$ cat config.mk
export PLATFORM = sky130hd
export DESIGN_NAME = char_ram_access
export DESIGN_NICKNAME = d
export VERILOG_FILES = /design/src/rtl/crac_pkg.sv /design/src/rtl/crac_host_sync.sv /design/src/rtl/crac_addr_ctrl.sv /design/src/rtl/crac_sdp_ram.sv /design/src/rtl/char_ram_access.sv
export SDC_FILE = /design/constraint.sdc
export NUM_CORES = 1
export LEC_CHECK = 0
export BUFFER_PORTS_ARGS = -buffer_cell sky130_fd_sc_hd__buf_2
export CAP_MARGIN = 10
export CORE_ASPECT_RATIO = 2
export CORE_MARGIN = 2
export CORE_UTILIZATION = 48
export CTS_BUF_LIST = sky130_fd_sc_hd__clkbuf_8 sky130_fd_sc_hd__clkbuf_16
export CTS_CLUSTER_SIZE = 8
export DETAILED_ROUTE_END_ITERATION = 8
export SYNTH_ARGS = -nofsm -noshare
export SYNTH_HDL_FRONTEND = slang
export SYNTH_SLANG_ARGS = --single-unit
export TNS_END_PERCENT = 1
$ cat constraint.sdc
create_clock -name clk -period 10.4 [get_ports clk]
set_input_delay 1.56 -clock clk [delete_from_list [all_inputs] [get_ports clk]]
set_output_delay 1.56 -clock clk [all_outputs]
set_load 0.005 [all_outputs]
$ cat src/rtl/crac_pkg.sv
package crac_pkg;

  typedef enum logic [2:0] {
    K_NONE,
    K_INSTR,
    K_STATUS,
    K_WRITE,
    K_READ
  } acc_kind_e;

  typedef enum logic {
    SEL_DD = 1'b0,
    SEL_CG = 1'b1
  } mem_sel_e;

  typedef enum logic [1:0] {
    OP_NOP,
    OP_SET_DD,
    OP_SET_CG,
    OP_DIR
  } instr_op_e;

  function automatic instr_op_e decode_instr(input logic [7:0] code);
    if (code[7])
      return OP_SET_DD;
    else if (code[6])
      return OP_SET_CG;
    else if (code[5:2] == 4'b0001)
      return OP_DIR;
    else
      return OP_NOP;
  endfunction

  function automatic acc_kind_e classify(input logic sel, input logic rd);
    case ({sel, rd})
      2'b00:   return K_INSTR;
      2'b01:   return K_STATUS;
      2'b10:   return K_WRITE;
      default: return K_READ;
    endcase
  endfunction

endpackage

$ cat src/rtl/crac_host_sync.sv
module crac_host_sync
  import crac_pkg::*;
#(
  parameter int DATA_W = 8
) (
  input  logic              clk,
  input  logic              rst,
  input  logic              e,
  input  logic              rs,
  input  logic              rw,
  input  logic [DATA_W-1:0] db_in,
  output logic              e_high,
  output logic              go,
  output logic              cap_rs,
  output logic              cap_rw,
  output acc_kind_e         kind,
  output logic [DATA_W-1:0] cap_db
);

  logic e_s, e_s2;

  always_ff @(posedge clk) begin
    if (rst) begin
      e_s    <= 1'b0;
      e_s2   <= 1'b0;
      go     <= 1'b0;
      cap_rs <= 1'b0;
      cap_rw <= 1'b0;
      cap_db <= '0;
    end else begin
      e_s  <= e;
      e_s2 <= e_s;
      go   <= e_s2 & ~e_s;
      if (e_s) begin
        cap_rs <= rs;
        cap_rw <= rw;
        cap_db <= db_in;
      end
    end
  end

  assign e_high = e_s;

  always_comb begin
    kind = classify(cap_rs, cap_rw);
  end

  // one action per strobe fall
  a_r7_single_go: assert property (@(posedge clk) disable iff (rst)
    go |=> !go);

endmodule

$ cat src/rtl/crac_addr_ctrl.sv
module crac_addr_ctrl
  import crac_pkg::*;
#(
  parameter int AC_W        = 7,
  parameter int CG_DEPTH    = 64,
  parameter int DATA_W      = 8,
  parameter int BUSY_CYCLES = 40
) (
  input  logic              clk,
  input  logic              rst,
  input  logic              go,
  input  acc_kind_e         kind,
  input  logic [DATA_W-1:0] cap_db,
  output logic [AC_W-1:0]   ac,
  output mem_sel_e          tgt,
  output logic              busy,
  output logic              mem_we,
  output logic              refill
);

  localparam int CG_AW = $clog2(CG_DEPTH);
  localparam int BW    = $clog2(BUSY_CYCLES + 1);
  localparam logic [AC_W-1:0] CG_MASK = AC_W'(CG_DEPTH - 1);

  logic          up;
  logic [BW-1:0] bcnt;
  logic          accept;
  instr_op_e     op;

  function automatic logic [AC_W-1:0] step(input logic [AC_W-1:0] a,
                                           input logic dir_up,
                                           input mem_sel_e s);
    logic [AC_W-1:0] n;
    n = dir_up ? a + 1'b1 : a - 1'b1;
    if (s == SEL_CG) n = n & CG_MASK;
    return n;
  endfunction

  assign accept = go && (kind != K_STATUS) && (kind != K_NONE) && !busy;
  assign busy   = (bcnt != '0);
  assign mem_we = accept && (kind == K_WRITE);

  always_comb begin
    op = decode_instr(cap_db);
  end

  always_ff @(posedge clk) begin
    if (rst) begin
      ac     <= '0;
      tgt    <= SEL_DD;
      up     <= 1'b1;
      bcnt   <= '0;
      refill <= 1'b0;
    end else begin
      refill <= 1'b0;
      if (accept) begin
        bcnt <= BW'(BUSY_CYCLES);
      end else if (busy) begin
        bcnt <= bcnt - 1'b1;
      end
      if (accept) begin
        unique case (kind)
          K_INSTR: begin
            unique case (op)
              OP_SET_DD: begin
                ac     <= cap_db[AC_W-1:0];
                tgt    <= SEL_DD;
                refill <= 1'b1;
              end
              OP_SET_CG: begin
                ac     <= AC_W'(cap_db[CG_AW-1:0]);
                tgt    <= SEL_CG;
                refill <= 1'b1;
              end
              OP_DIR:  up <= cap_db[1];
              default: ;
            endcase
          end
          K_WRITE: ac <= step(ac, up, tgt);
          K_READ: begin
            ac     <= step(ac, up, tgt);
            refill <= 1'b1;
          end
          default: ;
        endcase
      end
    end
  end

  initial begin
    a_r3_busy_long_enough: assert (BUSY_CYCLES >= 4);
    a_r10_cg_fits: assert (CG_AW < AC_W);
  end

  // busy follows every accepted access
  a_r3_busy_after_accept: assert property (@(posedge clk) disable iff (rst)
    accept |=> busy);

  // accesses arriving while busy change nothing
  a_r4_ignored_when_busy: assert property (@(posedge clk) disable iff (rst)
    (go && busy) |=> ($stable(ac) && $stable(tgt)));

  // glyph selection keeps the counter in range
  a_r10_cg_range: assert property (@(posedge clk) disable iff (rst)
    (tgt == SEL_CG) |-> ((ac & ~CG_MASK) == '0));

  // data accesses move the counter
  a_r5_counter_moves: assert property (@(posedge clk) disable iff (rst)
    (accept && (kind == K_WRITE || kind == K_READ)) |=> (ac != $past(ac)));

  // display set-address loads the counter
  a_r1_set_dd: assert property (@(posedge clk) disable iff (rst)
    (accept && kind == K_INSTR && cap_db[7]) |=>
      (ac == $past(cap_db[AC_W-1:0]) && tgt == SEL_DD));

endmodule

$ cat src/rtl/crac_sdp_ram.sv
module crac_sdp_ram #(
  parameter int DEPTH = 128,
  parameter int WIDTH = 8,
  localparam int AW   = $clog2(DEPTH)
) (
  input  logic             clk,
  input  logic             we,
  input  logic [AW-1:0]    waddr,
  input  logic [WIDTH-1:0] wdata,
  input  logic [AW-1:0]    raddr,
  output logic [WIDTH-1:0] rdata
);

  logic [WIDTH-1:0] mem [DEPTH];

  always_ff @(posedge clk) begin
    if (we) mem[waddr] <= wdata;
    rdata <= mem[raddr];
  end

endmodule

$ cat src/rtl/char_ram_access.sv
module char_ram_access
  import crac_pkg::*;
#(
  parameter int DATA_W      = 8,
  parameter int AC_W        = 7,
  parameter int DD_DEPTH    = 128,
  parameter int CG_DEPTH    = 64,
  parameter int CG_W        = 5,
  parameter int BUSY_CYCLES = 40
) (
  input  logic              clk,
  input  logic              rst,
  input  logic              e,
  input  logic              rs,
  input  logic              rw,
  input  logic [DATA_W-1:0] db_in,
  output logic [DATA_W-1:0] db_out
);

  localparam int DD_AW = $clog2(DD_DEPTH);
  localparam int CG_AW = $clog2(CG_DEPTH);

  logic              e_high, go, cap_rs, cap_rw;
  acc_kind_e         kind;
  logic [DATA_W-1:0] cap_db;
  logic [AC_W-1:0]   ac;
  mem_sel_e          tgt;
  logic              busy, mem_we, refill, refill_q;
  logic [DATA_W-1:0] dd_q;
  logic [CG_W-1:0]   cg_q;
  logic [DATA_W-1:0] dr;

  crac_host_sync #(.DATA_W(DATA_W)) u_host (
    .clk(clk), .rst(rst), .e(e), .rs(rs), .rw(rw), .db_in(db_in),
    .e_high(e_high), .go(go), .cap_rs(cap_rs), .cap_rw(cap_rw),
    .kind(kind), .cap_db(cap_db)
  );

  crac_addr_ctrl #(
    .AC_W(AC_W), .CG_DEPTH(CG_DEPTH), .DATA_W(DATA_W),
    .BUSY_CYCLES(BUSY_CYCLES)
  ) u_ctrl (
    .clk(clk), .rst(rst), .go(go), .kind(kind), .cap_db(cap_db),
    .ac(ac), .tgt(tgt), .busy(busy), .mem_we(mem_we), .refill(refill)
  );

  crac_sdp_ram #(.DEPTH(DD_DEPTH), .WIDTH(DATA_W)) u_dd (
    .clk(clk), .we(mem_we && tgt == SEL_DD),
    .waddr(ac[DD_AW-1:0]), .wdata(cap_db),
    .raddr(ac[DD_AW-1:0]), .rdata(dd_q)
  );

  crac_sdp_ram #(.DEPTH(CG_DEPTH), .WIDTH(CG_W)) u_cg (
    .clk(clk), .we(mem_we && tgt == SEL_CG),
    .waddr(ac[CG_AW-1:0]), .wdata(cap_db[CG_W-1:0]),
    .raddr(ac[CG_AW-1:0]), .rdata(cg_q)
  );

  always_ff @(posedge clk) begin
    if (rst) begin
      refill_q <= 1'b0;
      dr       <= '0;
      db_out   <= '0;
    end else begin
      refill_q <= refill;
      if (refill_q)
        dr <= (tgt == SEL_CG) ? {{(DATA_W-CG_W){1'b0}}, cg_q} : dd_q;
      if (e_high && cap_rw)
        db_out <= cap_rs ? dr : {busy, ac};
      else
        db_out <= '0;
    end
  end

  initial begin
    a_r3_status_width: assert (DATA_W == AC_W + 1);
    a_r10_dd_fills_counter: assert (DD_AW == AC_W);
  end

  // a write never disturbs the data register
  a_r9_dr_hold_on_write: assert property (@(posedge clk) disable iff (rst)
    mem_we |=> $stable(dr));

  // glyph reload clears the upper bits
  a_r6_cg_upper_zero: assert property (@(posedge clk) disable iff (rst)
    (refill_q && tgt == SEL_CG) |=> (dr[DATA_W-1:CG_W] == '0));

  // bus output idles at zero when the strobe is low
  a_r11_idle_bus: assert property (@(posedge clk) disable iff (rst)
    !e_high |=> (db_out == '0));

endmodule

# ---- Yosys cells after proc, flatten, opt, wreduce, memory -nomap -nowiden
# Memories as Yosys holds them, arrays and structs flattened. A register that Yosys moved wholly into a read port is not among the register bits.
# Cells that the tools add are included.
dict set report classes {
  addsub 3
  mux 19
  n_eq_ne 11
  n_bitwise 5
  n_reduce_logical 22
}
# operator count
set ops {}
lappend ops {{7-bit case mux with 2 select lines} 2}
lappend ops {{8-bit two-way mux} 2}
lappend ops {{7-bit two-way mux} 2}
lappend ops {{6-bit two-way mux} 2}
lappend ops {{2-bit OR reduction} 5}
lappend ops {{3-bit case mux with 3 select lines} 1}
lappend ops {{3-bit AND reduction} 3}
lappend ops {{7-bit by 1-bit adder with 7-bit output (second input constant)} 1}
lappend ops {{1-bit logical AND} 7}
lappend ops {{7-bit by 1-bit subtractor with 7-bit output (second input constant)} 1}
lappend ops {{2-bit equality test (second input constant)} 3}
lappend ops {{2-bit two-way mux} 3}
lappend ops {{2-bit nonzero test} 3}
lappend ops {{6-bit nonzero test} 1}
lappend ops {{6-bit by 1-bit subtractor with 6-bit output (second input constant)} 1}
lappend ops {{1-bit two-way mux} 5}
lappend ops {{2-bit by 1-bit equality test with 1-bit output (second input constant)} 2}
lappend ops {{4-bit by 1-bit equality test with 1-bit output (second input constant)} 1}
lappend ops {{1-bit NOT} 4}
lappend ops {{1-bit case mux with 2 select lines} 2}
lappend ops {{3-bit by 1-bit equality test with 1-bit output (second input constant)} 1}
lappend ops {{3-bit by 2-bit equality test with 1-bit output (second input constant)} 1}
lappend ops {{3-bit equality test (second input constant)} 1}
lappend ops {{3-bit by 2-bit inequality test with 1-bit output (second input constant)} 1}
lappend ops {{other kinds (5)} 5}
dict set report totals {
  ramBits 1344
  out_inout_bits 8
  ff_bits 46
  input_bits 13
  mem_count 2
  elab_cells 77
}
# name depth width read_ports rd_ports_with_merged_regs wr line_no
set memory_table {}
lappend memory_table {u_dd.mem 128 8 1 1 1 crac_sdp_ram.sv:14} ;# logic [WIDTH-1:0] mem [DEPTH];
lappend memory_table {u_cg.mem 64 5 1 1 1 crac_sdp_ram.sv:14}

# ---- Logic depth before layout (Yosys ltp)
# Gate-level depths: netlist (run 1).
dict set report logic_depth {
  depth_word 10
  ltp_mapped 12
  depth_no_buf 8
}

# ---- Hierarchy
# A second synthesis (run 1) with hierarchy kept.
dict set report hier_totals {
  hier_cells 2472
  area_unflattened_um2 54658.7
}
# mod cells_each seq_area_each_um2 area_each_um2 n_inst
set modules_own_cells {}
lappend modules_own_cells {{crac_sdp_ram at u_dd} 1635 30909.6 39665.5 1}
lappend modules_own_cells {{crac_sdp_ram at u_cg} 610 9709.3 12768.5 1}
lappend modules_own_cells {crac_addr_ctrl 117 320.3 1046.0 1}
lappend modules_own_cells {char_ram_access 65 340.3 691.9 1}
lappend modules_own_cells {crac_host_sync 45 260.2 486.7 1}

# ---- Worst setup path after synthesis (run 1)
# No wires, ideal clock.
dict set report synth_path {
  path_type {register -> register}
  from {register u_host.cap_db[2]}
  to {register u_ctrl.up}
  n_path_buf 0
  required_ns 10.327
  period_less_slack_ns 3.536
  setup_ns 0.073
  path_slack_ns 6.864
  t_arrival_ns 3.463
  path_stages_with_launch 5
  path_cell_list {dfxtp_1 nor4b_1 nand4_1 mux2i_1 nand2b_1}
}
dict set report synth_via {
  elab_chain_cells 6
}
# element line_no
set synth_lines {}
lappend synth_lines {{start, declared} crac_host_sync.sv:17} ;# output logic [DATA_W-1:0] cap_db
lappend synth_lines {{start signal, assigned} crac_host_sync.sv:37} ;# cap_db <= db_in;
lappend synth_lines {{4-bit by 1-bit equality test with 1-bit output} crac_pkg.sv:28} ;# else if (code[5:2] == 4'b0001)
lappend synth_lines {{2-bit two-way mux} crac_pkg.sv:28}
lappend synth_lines {{2-bit two-way mux} crac_pkg.sv:26} ;# else if (code[6])
lappend synth_lines {{2-bit two-way mux} crac_pkg.sv:24} ;# if (code[7])
lappend synth_lines {{2-bit equality test} crac_addr_ctrl.sv:64} ;# unique case (op)
lappend synth_lines {{3-bit AND reduction (no line)} -}
lappend synth_lines {{end signal, assigned} crac_addr_ctrl.sv:75} ;# OP_DIR: up <= cap_db[1];
lappend synth_lines {{end, declared} crac_addr_ctrl.sv:25} ;# logic up;
# No other way between the ends.
# A chain may end at the register's enable or synchronous reset.

==> results of run 1 <==
==> layout by cell type (no fill, tap or decap), types with 11 or more instances in the layout <==
cell / n
sky130_fd_sc_hd__a211oi_1: 21
sky130_fd_sc_hd__a21oi_1: 77
sky130_fd_sc_hd__a221o_1: 24
sky130_fd_sc_hd__a221oi_1: 158
sky130_fd_sc_hd__a22o_1: 18
sky130_fd_sc_hd__a22oi_1: 68
sky130_fd_sc_hd__a31oi_1: 14
sky130_fd_sc_hd__buf_2: 20
sky130_fd_sc_hd__buf_4: 61
sky130_fd_sc_hd__clkbuf_16: 197
sky130_fd_sc_hd__dfxtp_1: 45
sky130_fd_sc_hd__dfxtp_4: 12
sky130_fd_sc_hd__edfxtp_1: 1344
sky130_fd_sc_hd__ha_1: 11
sky130_fd_sc_hd__inv_1: 67
sky130_fd_sc_hd__mux2_2: 97
sky130_fd_sc_hd__mux2i_1: 150
sky130_fd_sc_hd__mux4_2: 119
sky130_fd_sc_hd__nand2_1: 130
sky130_fd_sc_hd__nand3_1: 27
sky130_fd_sc_hd__nor2_1: 290
sky130_fd_sc_hd__nor2b_1: 14
sky130_fd_sc_hd__nor3_1: 11
sky130_fd_sc_hd__o211ai_1: 16
sky130_fd_sc_hd__o21ai_0: 52
sky130_fd_sc_hd__o221ai_1: 18
sky130_fd_sc_hd__o22ai_1: 25
sky130_fd_sc_hd__o2bb2ai_1: 24
==> synthesized netlist by cell type (10+ instances only) <==
master and number:
sky130_fd_sc_hd__a22oi_1 68, sky130_fd_sc_hd__buf_4 18, sky130_fd_sc_hd__nand2_1 130, sky130_fd_sc_hd__nor2_1 294, sky130_fd_sc_hd__edfxtp_1 1344, sky130_fd_sc_hd__a22o_1 18
sky130_fd_sc_hd__ha_1 11, sky130_fd_sc_hd__o21ai_0 52, sky130_fd_sc_hd__o221ai_1 18, sky130_fd_sc_hd__a211oi_1 21, sky130_fd_sc_hd__a221o_1 24, sky130_fd_sc_hd__a31oi_1 14
sky130_fd_sc_hd__mux2i_1 150, sky130_fd_sc_hd__o2bb2ai_1 24, sky130_fd_sc_hd__a21oi_1 77, sky130_fd_sc_hd__buf_1 20, sky130_fd_sc_hd__nand2b_1 10, sky130_fd_sc_hd__nor3_1 12
sky130_fd_sc_hd__inv_1 11, sky130_fd_sc_hd__mux4_2 119, sky130_fd_sc_hd__nor2b_1 20, sky130_fd_sc_hd__o211ai_1 16, sky130_fd_sc_hd__dfxtp_1 59, sky130_fd_sc_hd__buf_2 87
sky130_fd_sc_hd__a221oi_1 158, sky130_fd_sc_hd__nand3_1 27, sky130_fd_sc_hd__mux2_2 97, sky130_fd_sc_hd__clkbuf_1 86, sky130_fd_sc_hd__o22ai_1 25
==> cell families (layout without fill, tap and decap cells) <==
logic type | after synthesis | after routing
xor+xnor | 6 | 6
mux | 366 | 366
simple gates | 563 | 563
other cells | 0 | 1
fa+ha+maj | 12 | 12
flops | 1403 | 1403
compound gates | 590 | 590
buf+inv | 233 | 366
==> how the worst max path moves through the flow <==
stage | depth (start not counted) | to | slack [ns] | startpoint
after floorplan | 4 | u_ctrl.up$_SDFFE_PP1P_ | 6.86 | u_host.cap_db[2]$_SDFFE_PP0P_
after global placement | 8 | u_dd.rdata[0]$_DFF_P_ | 5.99 | u_ctrl.ac[2]$_SDFFE_PP0P_
after detailed placement | 8 | u_dd.rdata[2]$_DFF_P_ | 5.99 | u_ctrl.ac[1]$_SDFFE_PP0P_
after CTS | 8 | u_dd.rdata[2]$_DFF_P_ | 5.98 | u_ctrl.ac[1]$_SDFFE_PP0P_
after global routing | 8 | u_dd.rdata[2]$_DFF_P_ | 5.80 | u_ctrl.ac[1]$_SDFFE_PP0P_
final | 9 | u_dd.rdata[7]$_DFF_P_ | 5.81 | u_ctrl.ac[1]$_SDFFE_PP0P_
==> flip-flops by register name, summed over array words and instances, names as in the netlist <==
| signal | cells |
|---|---|
| db_out | 8 |
| dr | 8 |
| refill_q | 1 |
| u_cg.mem | 320 |
| u_cg.rdata | 5 |
| u_ctrl.ac | 7 |
| u_ctrl.bcnt | 6 |
| u_ctrl.refill | 1 |
| u_ctrl.tgt | 1 |
| u_ctrl.up | 1 |
| u_dd.mem | 1024 |
| u_dd.rdata | 8 |
| u_host.cap_db | 8 |
| u_host.cap_rs | 1 |
| u_host.cap_rw | 1 |
| u_host.e_high | 1 |
| u_host.e_s2 | 1 |
| u_host.go | 1 |
==> layer usage <==
layer,vias up,part of all wire,wire length (um)
met5,-,0.000077,13
met4,2,0.056,9440
met3,423,0.094,15900
met2,2012,0.47,78900
met1,16500,0.38,64000
li1,12900,-,-
==> through the flow <==
step,utilization,setup WS (ns)
floorplan,-,6.86
global placement,0.496,5.99
detailed placement,0.496,5.99
CTS,0.543,5.98
global route,0.543,5.80
finish,0.543,5.81
==> power groups by stage <==
stage | logic, mW | clock network (mW) | registers (mW)
after global routing | 0.238 | 5.86 | 6.25
final | 0.224 | 5.61 | 6.26
after global placement | 0.214 | 0 | 6.36
after CTS | 0.221 | 5.65 | 6.26
after detailed placement | 0.220 | 0 | 6.36
after floorplan | 0.116 | 0 | 6.37
==> worst register-to-register path, stage by stage, from the launching register on <==
cell	delay, ns
sky130_fd_sc_hd__dfxtp_4	0.59
sky130_fd_sc_hd__buf_12	0.50
sky130_fd_sc_hd__buf_4	0.77
sky130_fd_sc_hd__buf_4	0.57
sky130_fd_sc_hd__nand2b_1	0.65
sky130_fd_sc_hd__o21ai_0	0.20
sky130_fd_sc_hd__a221oi_1	0.54
sky130_fd_sc_hd__nor3_1	0.10
sky130_fd_sc_hd__a311oi_1	0.42
sky130_fd_sc_hd__nor4_1	0.12
==> layout make-up <==
type                       instances  area (um2)  share of cell area
sequential                      1403       41600               0.669
tap                             1513        1890              0.0305
clock buffer                     197        4930              0.0794
inverter                          13        52.6            0.000846
clock inverter                    70         375             0.00604
timing repair buffer              86         658              0.0106
multi-input combinational       1537       12600               0.203
antenna                            1        2.50           0.0000403
==> results.txt, run 1 <==
final slew viol count -> 0
register-to-register setup slack -> 5.81 ns
number of instances in the placed design -> 4552
synthesized-area fraction occupied by and/or/nand/nor cells -> 0.0462
startpoint of the most critical hold path -> u_ctrl.refill$_SDFF_PP0_
internal power -> 9.60 mW
Adder-Cell Fraction of Synth Area -> 0.00286
number of resized instances in the post-cts repair step -> 0
share of synthesized area occupied by flip-flops and latches -> 0.753
chain of cells forming the critical path -> buf_12 -> buf_4 -> buf_4 -> nand2b_1 -> o21ai_0 -> a221oi_1 -> nor3_1 -> a311oi_1 -> nor4_1
RSZ-0062 raised after global routing -> false
met1 track utilization from global routing -> 0.380
capturing point of the worst reg2reg path -> u_dd.rdata[7]$_DFF_P_
maximum resistive drop on vdd -> 0.000154 V
number of vias per cell after detailed routing -> 6.61
Initial DRC Count -> 4155
Worst EP arrival -> 5.24 ns
Slew @ Worst Pin -> 1.15 ns
count of input and output buffers -> 20
worst-case clock skew -> 0.0306 ns
routed vias -> 31800
proportion of total power due to net switching -> 0.206
number of buffer and inverter stages on the critical path -> 3
Cell variety after synth -> 80
total global routing track utilization -> 0.285
Fin Setup TNS -> 0 ns
horizontal extent of the die -> 244 um
critical path class -> flop to flop
class of the tightest hold or removal check -> flop to flop
Post-Synthesis Mean Instance Area -> 17.4 um2
sequential group share of total power -> 0.518
TritonCTS Sinks -> 1403
endpoints failing hold -> 0
area enclosed by the die boundary -> 118000 um2
post-synthesis compound-gate area fraction -> 0.0815
largest stage delay on the critical path -> 0.60 ns
number of maximum-capacitance constraint violations -> 0
number of remaining DRC errors -> 0
clock network fraction of design power -> 0.464
net count after synthesis -> 3198
first-pass GRT wire length -> 239000 um
cell family contributing the most delay on the critical path -> buffers and inverters
count of TritonRoute iterations in the first routing pass -> 6
final-stage net count -> 3259
part of the total power dissipated in combinational logic -> 0.018
largest cells by area after synthesis -> sky130_fd_sc_hd__edfxtp_1 73%, sky130_fd_sc_hd__mux4_2 4.9%, sky130_fd_sc_hd__mux2i_1 2.7%
leakage power -> 19.7 nW
XOR/XNOR share of the synthesized area -> 0.000952
leading area contributor after synthesis -> sky130_fd_sc_hd__edfxtp_1
met3 track demand over resource -> 0.0654
total chip power -> 12.1 mW
synth warn -> 0
fraction of post-synthesis cell area in the top cell type by area -> 0.731
outcome -> finished, final reports clean
Critical Path Fanout Max -> 97
net switching power -> 2.49 mW
TritonCTS clock tree -> built
number of fill cells in the layout -> 9105
number of storage elements in the synthesis netlist -> 1403
dpl hpwl -> 98300 um
total overflow reported by the global router -> 0
required time of the critical path -> 11.05 ns
wire length reported by the detailed router -> 168000 um
placed cell area -> 56800 um2
post-CTS setup buffer count -> 0
dominant register cell in the synthesized netlist -> sky130_fd_sc_hd__edfxtp_1
global route hottest layer -> met2
non-filler instance count after layout -> 4820
power per cell area -> 195 nW/um2
via count of the first global-routing pass -> 31700
met2 capacity usage during global routing -> 0.441
dominant combinational cell family by area after synthesis -> multiplexers
number of placement rows -> 176
die span in y -> 484 um
insertion delay to the later sink of the worst-skew pair -> 0.80 ns
final weighted congestion in routability-driven placement -> 0.861
fraction of final layout cells with drive strength greater than 1 -> 0.177
Finish-stage setup viols -> 0
minimum hold slack -> 0.430 ns
slowest stage cell, crit path -> sky130_fd_sc_hd__nand2b_1
nature of the critical path endpoint -> flop
peak clock frequency supported by timing -> 218 MHz
Syn Std Cell Area -> 55200 um2
starting density of the core -> 0.482
wire per inst -> 34.9 um
crit start category -> flop
post-route minimum period -> 4.59 ns
number of H-tree levels -> 4
reg2reg path depth -> 9
post-route fraction of the period consumed by the critical path -> 0.441
Core Area -> 115000 um2
number of buffers on the longest clock path -> 3
number of antenna violations at the first check in global routing -> 5
Crit Reg-Reg Startpoint -> u_ctrl.ac[1]$_SDFFE_PP0P_
number of buffers created by CTS -> 193
Area growth syn-to-layout -> 12.6%
post-route ant nets -> 0
Reg clk slew, reported paths -> 0.05 ns
mux cell area share after synthesis -> 0.0956
asr flop ratio synth -> 0
cell seen most often among critical-path stages -> sky130_fd_sc_hd__buf_4
Post-Layout Inst Area -> 62100 um2
synthesized instance count -> 3173
master cell of the clock root buffer -> sky130_fd_sc_hd__clkbuf_16
number of buffers added to fix hold violations after cts -> 0
count of flip-flops with a built-in enable after synthesis -> 1344
capture endpoint of the worst hold path -> refill_q$_SDFF_PP0_
top-level port count -> 21
Rel. slew slack -> 0.231
pin count of the biggest net entering global routing -> 118
hold path depth -> 1
No activity file was read; power rests on OpenSTA's default activity.
==> run 2: changes to the inputs <==
ABC_AREA = 1   (was not set)
PLACE_DENSITY = 0.65   (was not set)
clock period = 3.9 ns   (was 10.4 ns; I/O delays follow)
==> run 2 against run 1 <==
Net effect: sequential power rose to 2.7 times the previous value; critical path depth shrank 5; combinational power grew to 3.6 times the previous value; via count increased by 24%; clock-buffer cell count is the same; sequential share of layout area down 3.7 points; critical path type unchanged; largest cell class unchanged; highest routed layer unchanged.
==> results.txt, run 2 <==
maximum resistive drop on vdd -> 0.000556 V
leading area contributor after synthesis -> sky130_fd_sc_hd__edfxtp_1
Slew @ Worst Pin -> 1.20 ns
routed vias -> 39400
number of placement rows -> 180
most used cells in the layout excluding fill and tap cells -> 3105 x sky130_fd_sc_hd__nand2_1, 1344 x sky130_fd_sc_hd__edfxtp_1, 338 x sky130_fd_sc_hd__nor2_1, 197 x sky130_fd_sc_hd__clkbuf_16, 144 x sky130_fd_sc_hd__inv_1
dominant register cell in the synthesized netlist -> sky130_fd_sc_hd__edfxtp_1
clock network fraction of design power -> 0.461
total global routing track utilization -> 0.263
power per cell area -> 493 nW/um2
number of maximum-capacitance constraint violations -> 0
crit start category -> flop
number of remaining DRC errors -> 0
net switching power -> 6.74 mW
dominant combinational cell family by area after synthesis -> simple AND/OR/NAND/NOR gates
nature of the critical path endpoint -> flop
Post-Synthesis Mean Instance Area -> 10.5 um2
total overflow reported by the global router -> 0
net count after synthesis -> 5557
count of input and output buffers -> 20
Biggest register -> u_dd.mem
area enclosed by the die boundary -> 124000 um2
max FFs per register -> 1024
fraction of post-synthesis cell area in the top cell type by area -> 0.696
number of fill cells in the layout -> 10100
part of the total power dissipated in combinational logic -> 0.025
asr flop ratio synth -> 0
number of H-tree levels -> 4
number of buffers created by CTS -> 193
sequential group share of total power -> 0.514
number of vias per cell after detailed routing -> 5.41
post-route minimum period -> 3.13 ns
insertion delay to the later sink of the worst-skew pair -> 0.80 ns
peak clock frequency supported by timing -> 319 MHz
count of flip-flops with a built-in enable after synthesis -> 1344
horizontal extent of the die -> 250 um
Critical Path Fanout Max -> 17
XOR/XNOR share of the synthesized area -> 0.000453
most common cell after layout, fill and taps aside -> sky130_fd_sc_hd__nand2_1
worst-case clock skew -> 0.0389 ns
TritonCTS clock tree -> built
Adder-Cell Fraction of Synth Area -> 0.00272
number of buffers added to fix hold violations after cts -> 10
outcome -> finished, final reports clean
Finish-stage setup viols -> 0
mux cell area share after synthesis -> 0
number of resized instances in the post-cts repair step -> 0
Core Area -> 120000 um2
Syn Std Cell Area -> 58000 um2
final weighted congestion in routability-driven placement -> 0.926
Reg clk slew, reported paths -> 0.06 ns
post-CTS setup buffer count -> 0
proportion of total power due to net switching -> 0.208
top-level port count -> 21
number of instances in the placed design -> 6982
starting density of the core -> 0.483
required time of the critical path -> 4.31 ns
wire per inst -> 22.4 um
endpoints failing hold -> 0
RSZ-0062 raised after global routing -> false
TritonCTS Sinks -> 1403
synthesized-area fraction occupied by and/or/nand/nor cells -> 0.234
post-synthesis compound-gate area fraction -> 0.0212
share of synthesized area occupied by flip-flops and latches -> 0.717
fraction of final layout cells with drive strength greater than 1 -> 0.0727
final-stage net count -> 5665
number of buffers on the longest clock path -> 3
wire length reported by the detailed router -> 163000 um
Initial DRC Count -> 3169
post-route fraction of the period consumed by the critical path -> 0.803
Fin Setup TNS -> 0 ns
critical path class -> flop to flop
die span in y -> 495 um
Top Registers -> u_dd.mem x1024, u_cg.mem x320
dpl hpwl -> 97600 um
most instantiated library cell after synthesis -> sky130_fd_sc_hd__nand2_1
synthesized instance count -> 5532
internal power -> 25.7 mW
Area growth syn-to-layout -> 13.4%
Worst EP arrival -> 3.54 ns
count of TritonRoute iterations in the first routing pass -> 6
multi-input logic area -> 15000 um2
Rel. slew slack -> 0.199
first-pass GRT wire length -> 241000 um
largest cells by area after synthesis -> sky130_fd_sc_hd__edfxtp_1 70%, sky130_fd_sc_hd__nand2_1 20%, sky130_fd_sc_hd__nor2_1 2.2%
number of antenna violations at the first check in global routing -> 3
Cell variety after synth -> 35
final slew viol count -> 0
class of the tightest hold or removal check -> input pin to flop
top cells by instance count after synthesis -> 3105 x sky130_fd_sc_hd__nand2_1, 1344 x sky130_fd_sc_hd__edfxtp_1, 341 x sky130_fd_sc_hd__nor2_1, 144 x sky130_fd_sc_hd__clkbuf_1, 104 x sky130_fd_sc_hd__a21oi_1
pin count of the biggest net entering global routing -> 164
master cell of the clock root buffer -> sky130_fd_sc_hd__clkbuf_16
number of storage elements in the synthesis netlist -> 1403
via count of the first global-routing pass -> 39900
post-route ant nets -> 0
leakage power -> 26.5 nW
Seq. cell area -> 41600 um2
non-filler instance count after layout -> 7283
synth warn -> 0
run 2: worst paths after layout:
check                                  from                         end  slack, ns  cells after the start
hold reg to reg    u_ctrl.refill$_SDFF_PP0_         refill_q$_SDFF_PP0_       0.42                      2
setup reg to reg  u_ctrl.ac[4]$_SDFFE_PP0P_   u_dd.mem[82][4]$_DFFE_PP_       0.77                      4
setup / recovery  u_ctrl.ac[4]$_SDFFE_PP0P_   u_dd.mem[82][4]$_DFFE_PP_       0.77                      4
hold / removal                           rw  u_host.cap_rw$_SDFFE_PP0P_       0.06                      3
run 2: critical path: stages (launching register included):
cell,delay [ns]
sky130_fd_sc_hd__dfxtp_1,0.52
sky130_fd_sc_hd__inv_1,0.19
sky130_fd_sc_hd__nor2_4,0.67
sky130_fd_sc_hd__nand2_1,0.47
sky130_fd_sc_hd__nor2_1,0.87
run 2: kinds of logic after synthesis:
family                   after synthesis
adder cells (fa/ha/maj)               12
AO/OA/AOI/OAI                        224
XOR/XNOR                               3
flip-flops                          1403
AND/OR/NAND/NOR                     3549
buffers and inverters                341
run 2: area by class of cell:
| class | instances | area share |
|---|---|---|
| antenna | 1 | 0.0000380 |
| clock buffer | 197 | 0.0750 |
| clock inverter | 93 | 0.00677 |
| inverter | 76 | 0.00460 |
| multi-input combinational | 3788 | 0.228 |
| sequential | 1403 | 0.632 |
| tap | 1547 | 0.0294 |
| timing repair buffer | 178 | 0.0239 |
run 2: power by group through the flow:
stage	clock network [mW]	logic [mW]	registers, mW
floorplan	0	0.402	17.0
global placement	0	0.772	16.9
detailed placement	0	0.783	16.9
CTS	15.1	0.797	16.7
global route	15.7	0.876	16.6
finish	14.9	0.799	16.7
run 2: metrics by stage:
step	setup slack, ns	hold slack, ns	util	power [mW]	cell area, um2
6_report	0.770	0.0593	0.548	32.4	65800
5_1_grt	0.710	0.0560	0.548	33.2	65800
4_1_cts	0.849	0.00551	0.548	32.6	65800
3_5_place_dp	0.867	0.410	0.502	17.7	60300
3_3_place_gp	0.791	0.406	0.502	17.7	60300
2_1_floorplan	0.404	0.388	-	17.4	58000
run 2: routing by layer:
| metal | share of wire | GRT usage | wire length, um | up-vias |
|---|---|---|---|---|
| met5 | 0.00015 | 0 | 25 | - |
| met4 | 0.084 | 0.202 | 13600 | 4 |
| met3 | 0.057 | 0.0416 | 9330 | 578 |
| met2 | 0.53 | 0.483 | 85900 | 1580 |
| met1 | 0.33 | 0.267 | 54200 | 18900 |
| li1 | - | - | - | 18400 |
